### src/rtl/fe_chk_pkg.sv
package fe_chk_pkg;
    localparam int DW       = 16;
    localparam int SRC_W    = 6;
    localparam int LEN_W    = 9;
    localparam int LEN_LSB  = 7;
    localparam int NUM_ERR  = 7;

    localparam int E_LINK = 0;
    localparam int E_SRC  = 1;
    localparam int E_LEN  = 2;
    localparam int E_PAR  = 3;
    localparam int E_EVT  = 4;
    localparam int E_BX   = 5;
    localparam int E_TMO  = 6;

    typedef enum logic [2:0] {
        S_IDLE, S_EVT, S_HDR, S_STRIP, S_XTAL, S_SAMP, S_TRAIL, S_REPORT
    } blk_state_e;

    typedef logic [NUM_ERR-1:0] err_vec_t;
endpackage

### src/rtl/fe_block_parser.sv
module fe_block_parser
    import fe_chk_pkg::*;
#(
    parameter int N_STRIP = 5,
    parameter int N_XTAL  = 5,
    parameter int N_SAMP  = 10,
    parameter int EVT_W   = 16,
    parameter int BX_W    = 12,
    parameter int TMO_W   = 16
) (
    input  logic             clk,
    input  logic             rst_n,
    input  logic             cfg_enable,
    input  logic [SRC_W-1:0] cfg_src_id,
    input  logic [TMO_W-1:0] cfg_timeout,
    input  logic             in_valid,
    input  logic [DW-1:0]    in_data,
    input  logic             in_par,
    input  logic             link_ok,
    input  logic             q_nonempty,
    input  logic [EVT_W-1:0] q_evt,
    input  logic [BX_W-1:0]  q_bx,
    output logic             q_pop,
    output logic             stat_valid,
    output err_vec_t         stat_flags
);
    localparam int BLK_LEN = 3 + N_STRIP * (1 + N_XTAL * (1 + N_SAMP)) + 1;
    localparam int STW = (N_STRIP > 1) ? $clog2(N_STRIP) : 1;
    localparam int XTW = (N_XTAL  > 1) ? $clog2(N_XTAL)  : 1;
    localparam int SMW = (N_SAMP  > 1) ? $clog2(N_SAMP)  : 1;

    blk_state_e       state_q, state_d;
    err_vec_t         flags_q, flags_d;
    logic [STW-1:0]   strip_q;
    logic [XTW-1:0]   xtal_q;
    logic [SMW-1:0]   samp_q;
    logic [EVT_W-1:0] exp_evt_q;
    logic             exp_none_q;
    logic [TMO_W-1:0] tmo_q;
    logic             idle_like, in_block, acc, par_bad;
    logic             tmo_active, tmo_fire;
    logic             last_samp, last_xtal, last_strip;

    assign idle_like  = (state_q == S_IDLE) || (state_q == S_REPORT);
    assign in_block   = !idle_like;
    assign acc        = in_valid && cfg_enable;
    assign par_bad    = ^{in_par, in_data};
    assign last_samp  = (samp_q  == SMW'(N_SAMP - 1));
    assign last_xtal  = (xtal_q  == XTW'(N_XTAL - 1));
    assign last_strip = (strip_q == STW'(N_STRIP - 1));
    assign tmo_active = cfg_enable && !acc && (in_block || (idle_like && q_nonempty));
    assign tmo_fire   = tmo_active && (tmo_q == cfg_timeout);

    // State register
    always_ff @(posedge clk) begin
        if (!rst_n) state_q <= S_IDLE;
        else        state_q <= state_d;
    end

    // Next-state logic
    always_comb begin
        state_d = state_q;
        if (!cfg_enable) begin
            state_d = S_IDLE;
        end else if (tmo_fire) begin
            state_d = S_REPORT;
        end else if (acc) begin
            unique case (state_q)
                S_IDLE, S_REPORT: state_d = S_EVT;
                S_EVT:            state_d = S_HDR;
                S_HDR:            state_d = S_STRIP;
                S_STRIP:          state_d = S_XTAL;
                S_XTAL:           state_d = S_SAMP;
                S_SAMP: begin
                    if (last_samp) begin
                        if (!last_xtal)       state_d = S_XTAL;
                        else if (!last_strip) state_d = S_STRIP;
                        else                  state_d = S_TRAIL;
                    end
                end
                S_TRAIL:          state_d = S_REPORT;
                default:          state_d = S_IDLE;
            endcase
        end else if (state_q == S_REPORT) begin
            state_d = S_IDLE;
        end
    end

    // Flag accumulation
    always_comb begin
        flags_d = flags_q;
        if (acc && idle_like) begin
            flags_d = '0;
            if (!q_nonempty) begin
                flags_d[E_EVT] = 1'b1;
                flags_d[E_BX]  = 1'b1;
            end else if (in_data[BX_W-1:0] != q_bx) begin
                flags_d[E_BX] = 1'b1;
            end
        end
        if (acc && !link_ok) flags_d[E_LINK] = 1'b1;
        if (acc && par_bad)  flags_d[E_PAR]  = 1'b1;
        if (acc && state_q == S_EVT && !exp_none_q && in_data[EVT_W-1:0] != exp_evt_q)
            flags_d[E_EVT] = 1'b1;
        if (acc && state_q == S_HDR) begin
            if (in_data[SRC_W-1:0] != cfg_src_id)
                flags_d[E_SRC] = 1'b1;
            if (in_data[LEN_LSB +: LEN_W] != LEN_W'(BLK_LEN))
                flags_d[E_LEN] = 1'b1;
        end
        if (tmo_fire) begin
            if (idle_like) flags_d = '0;
            flags_d[E_TMO] = 1'b1;
        end
        if (!cfg_enable) flags_d = '0;
    end

    // Datapath registers: flags, expected trigger, structure indices, timeout
    always_ff @(posedge clk) begin
        if (!rst_n) begin
            flags_q    <= '0;
            exp_evt_q  <= '0;
            exp_none_q <= 1'b0;
            strip_q    <= '0;
            xtal_q     <= '0;
            samp_q     <= '0;
            tmo_q      <= '0;
        end else begin
            flags_q <= flags_d;
            if (acc && idle_like) begin
                exp_evt_q  <= q_evt;
                exp_none_q <= !q_nonempty;
            end
            if (acc) begin
                unique case (state_q)
                    S_HDR:   strip_q <= '0;
                    S_STRIP: xtal_q  <= '0;
                    S_XTAL:  samp_q  <= '0;
                    S_SAMP: begin
                        if (!last_samp)      samp_q  <= samp_q + 1'b1;
                        else if (!last_xtal) xtal_q  <= xtal_q + 1'b1;
                        else                 strip_q <= strip_q + 1'b1;
                    end
                    default: ;
                endcase
            end
            if (!tmo_active || tmo_fire) tmo_q <= '0;
            else                         tmo_q <= tmo_q + 1'b1;
        end
    end

    // Outputs
    always_comb begin
        stat_valid = (state_q == S_REPORT);
        stat_flags = stat_valid ? flags_q : '0;
        q_pop      = (acc && idle_like && q_nonempty) || (tmo_fire && idle_like);
    end

    // the trailer is followed at once by a status cycle
    a_r1_status_after_trailer: assert property (@(posedge clk) disable iff (!rst_n)
        (state_q == S_TRAIL && acc) |=> stat_valid);
    // a timeout is reported in the following cycle with its flag
    a_r9_timeout_reported: assert property (@(posedge clk) disable iff (!rst_n)
        tmo_fire |=> (stat_valid && stat_flags[E_TMO]));
    // a disabled channel never reports
    a_r12_disabled_silent: assert property (@(posedge clk) disable iff (!rst_n)
        !cfg_enable |=> !stat_valid);
    // a word taken on a failed link is flagged at the block status
    a_r8_link_sticky: assert property (@(posedge clk) disable iff (!rst_n)
        (acc && in_block && !link_ok) |=> flags_q[E_LINK]);
endmodule

### config.mk
export PLATFORM = sky130hd
export DESIGN_NAME = fe_block_parser
export DESIGN_NICKNAME = d
export VERILOG_FILES = /design/src/rtl/fe_chk_pkg.sv /design/src/rtl/fe_block_parser.sv
export SDC_FILE = /design/constraint.sdc
export NUM_CORES = 1
export LEC_CHECK = 0
export BUFFER_PORTS_ARGS = -buffer_cell sky130_fd_sc_hd__buf_4
export CORE_ASPECT_RATIO = 1.2
export CORE_UTILIZATION = 25
export DETAILED_ROUTE_END_ITERATION = 12
export MAX_ROUTING_LAYER = met4
export PLACE_DENSITY = 0.47
export SETUP_SLACK_MARGIN = 0.05
export SLEW_MARGIN = 20
export SYNTH_ARGS = -nofsm -noshare
export SYNTH_HDL_FRONTEND = slang
export SYNTH_SLANG_ARGS = --single-unit
export TNS_END_PERCENT = 5
### constraint.sdc
create_clock -name clk -period 6.03 [get_ports clk]
set_clock_uncertainty 0.2 [all_clocks]
set_input_delay 0.3015 -clock clk [delete_from_list [all_inputs] [get_ports clk]]
set_output_delay 0.3015 -clock clk [all_outputs]
set_load 0.02 [all_outputs]
==> metrics <==
Mapped Area=3180 µm²; predominant post-synthesis flop cell=dfxtp_1; # Post-CTS Setup Buffers=0; fillcell total=1287; Final Util=33.4%; outcome=complete, no violations; crit start category=register; Data required, critical path=5.53 ns; Die H=125 µm; via/cell ratio=4.45; Worst R2R Setup Slack=3.66 ns; clk sinks=53; synthesis-to-layout area growth=28.3%; Detailed Route Iter0 Violations=84; CP Cell Sequence=xor2_1, nor4_1, nand4_1, or4b_4, a21oi_1, buf_4; Syn Inst Count=381; largest net degree at the start of global routing=28; initial antenna violation count=0; peak supply drop=0.125 mV; IO Pins=82; hpwl dp=6410 µm; overflow left after global routing=0; clock-pin slew on the worst setup and hold paths=0.07 ns; number of max-cap violations=0; final worst-path cycle share=48.3%; Levels on crit path=6; Power Dens Cells=203 nW/µm²; post-route setup TNS=0 ns; RSZ-0062 raised after global routing=no; Slew @ Worst Pin=0.753 ns; end point of the critical path=q_pop; worst rel slew slack=49.8%; crit path launch=tmo_q[3]; Post-Layout Cell Count=617; Crit path max-delay family=simple AND/OR/NAND/NOR gates; Buf/Inv on CP=1; RR Startpoint=tmo_q[3]; top fanout value on the critical path=6; worst path arrival time=2.41 ns; first-pass GRT wire length=13600 µm; Synthesis Warnings=0; DR vias=2747; nets=535; fraction of layout instances using a drive strength above 1=21.7%; DR WL/cell=13.0 µm; clock tree root driver cell=clkbuf_16; Hold Fails Final Rpt=0; FF+latch area=1060 µm²; Clock Path Buffers=2; Post-synth ARST share=0%; Die Width=105 µm; drt drc=0; Yosys reg bits=53; crit path time final=2.91 ns; Placed Instances=609; CTS resizes=0; Final setup viols=0; crit-path max cell delay=0.61 ns; Worst setup EP type=primary output; htree depth=2; GPL Wtd Cong=0.790; EDFF count, synth=0; Reg2Reg Depth=6; final number of max-transition violations=0; std cell rows=44; vias in the first global route=2750; mean post-synth cell area=8.34 µm²; Critical R2R Capture=flags_q[4]; CP Class=register to primary output; Min-Delay Path Class=primary input to register; hold buffer count at CTS=0; leakage power=1.53 nW; Initial Utilization=26.0%; TritonCTS Buffers=5; total track usage=13.3%; Seq/Total Area, Yosys=33.4%; CTS tree=yes; Peak Freq=343 MHz; footprint of the multi-input gates=2000 µm²; post-synth cell types=45; die area=13200 µm²; ANT nets after route=0; ANT cells=0; Slowest cell on crit path=or4b_4; Synthesized Nets=461; 1st-pass router iterations=4; Post-DP Area=3910 µm²; final WL=8050 µm; input/output buffers=81; core area=12200 µm²; Clock Latency Late Sink=0.29 ns; post-route cell area=4080 µm²
-- cells in the mapped netlist, types with 3 or more instances --
| cell | n | area, µm² |
|---|---|---|
| a21boi_0 | 17 | 128 |
| a21oi_1 | 21 | 105 |
| a22oi_1 | 4 | 30.0 |
| and2_1 | 10 | 62.6 |
| and3_1 | 5 | 31.3 |
| buf_6 | 4 | 45.0 |
| clkbuf_1 | 9 | 33.8 |
| dfxtp_1 | 53 | 1060 |
| ha_1 | 7 | 87.6 |
| inv_1 | 8 | 30.0 |
| nand2_1 | 48 | 180 |
| nand2b_1 | 3 | 18.8 |
| nand3_1 | 9 | 45.0 |
| nand4_1 | 9 | 56.3 |
| nor2_1 | 38 | 143 |
| nor2b_1 | 4 | 25.0 |
| nor3_1 | 5 | 25.0 |
| nor4_1 | 8 | 50.1 |
| o21ai_0 | 10 | 50.1 |
| xnor2_1 | 44 | 385 |
| xor2_1 | 36 | 315 |
-- how the worst min path moves through the flow --
stage	startpoint	endpoint	slack, ns	cells past startpoint
3_3_place_gp	flags_q[6]	flags_q[6]	0.25	2
5_1_grt	q_evt[14]	exp_evt_q[14]	0.05	3
3_5_place_dp	flags_q[6]	flags_q[6]	0.25	2
4_1_cts	q_nonempty	flags_q[4]	0.04	2
6_report	q_nonempty	flags_q[4]	0.05	2
2_1_floorplan	q_nonempty	flags_q[4]	0.20	1
-- metrics by stage --
stage	hold slack, ns	setup WS, ns	power (mW)
after global placement	0.254	3.49	0.506
after global routing	0.0543	3.04	0.867
after CTS	0.0414	3.12	0.840
after detailed placement	0.252	3.38	0.508
after floorplan	0.196	3.60	0.445
final	0.0496	3.12	0.826
-- layout by cell type (no fill, tap or decap), types with 2 or more instances in the layout --
master     count
nor3_1         5
ha_1           7
xnor2_1       44
nor2_1        38
nor2b_1        4
nor3b_1        2
nor4_1         8
clkbuf_16      5
inv_1          8
dfxtp_1       53
buf_4         82
and3_1         5
xor2_1        36
nand3b_1       2
o21ai_0       10
and2_1        10
a21boi_0      17
nand2_1       48
a22oi_1        4
nand2b_1       3
nor4b_1        2
a21oi_1       21
nand3_1        9
nor2_2         2
nand4_1        9
-- kinds of logic after synthesis --
logic type                 Yosys count  share of synthesized area [%]
and+or+nand+nor                    153                           23.9
xor gates and xnor gates            81                           22.8
AOI/OAI and AO/OA                   63                           13.1
DFF                                 53                           33.4
buffers and inverters               23                           3.74
adders and majority gates            7                           2.76
muxes                                1                          0.315
-- power by group --
part           internal (mW)  switching, mW  total (mW)
registers              0.358        0.00602       0.364
clock network          0.197          0.132       0.329
logic                 0.0757         0.0583       0.134
total                  0.630          0.196       0.826
-- worst register-to-register path, stage by stage (launching register included) --
cell	delay, ns
dfxtp_1	0.43
xor2_1	0.10
nor4_1	0.33
nand4_1	0.27
or4b_4	0.61
o21bai_4	0.22
a211oi_1	0.07
-- cell type report --
class	count	share of cell area, %
inverters	8	0.737
multi-input cells	305	49.0
clock inverters	3	1.14
repair buffers	82	15.1
clock buffers	5	3.07
well taps	161	4.94
flip-flops and latches	53	26.0
-- per-layer routing --
metal	track usage, %	vias to the layer above	share of wire, %
li1	-	1432	-
met1	15.7	1243	45
met2	22.6	58	49
met3	2.19	14	3.0
met4	4.89	0	2.7
met5	-	-	0
-- sequential cells by signal (all words and copies together) (netlist names) --
register	cells
exp_evt_q	16
state_q	3
strip_q	3
tmo_q	16
samp_q	4
exp_none_q	1
flags_q	7
xtal_q	3
Note: power is estimated with default switching activity, not from simulation.
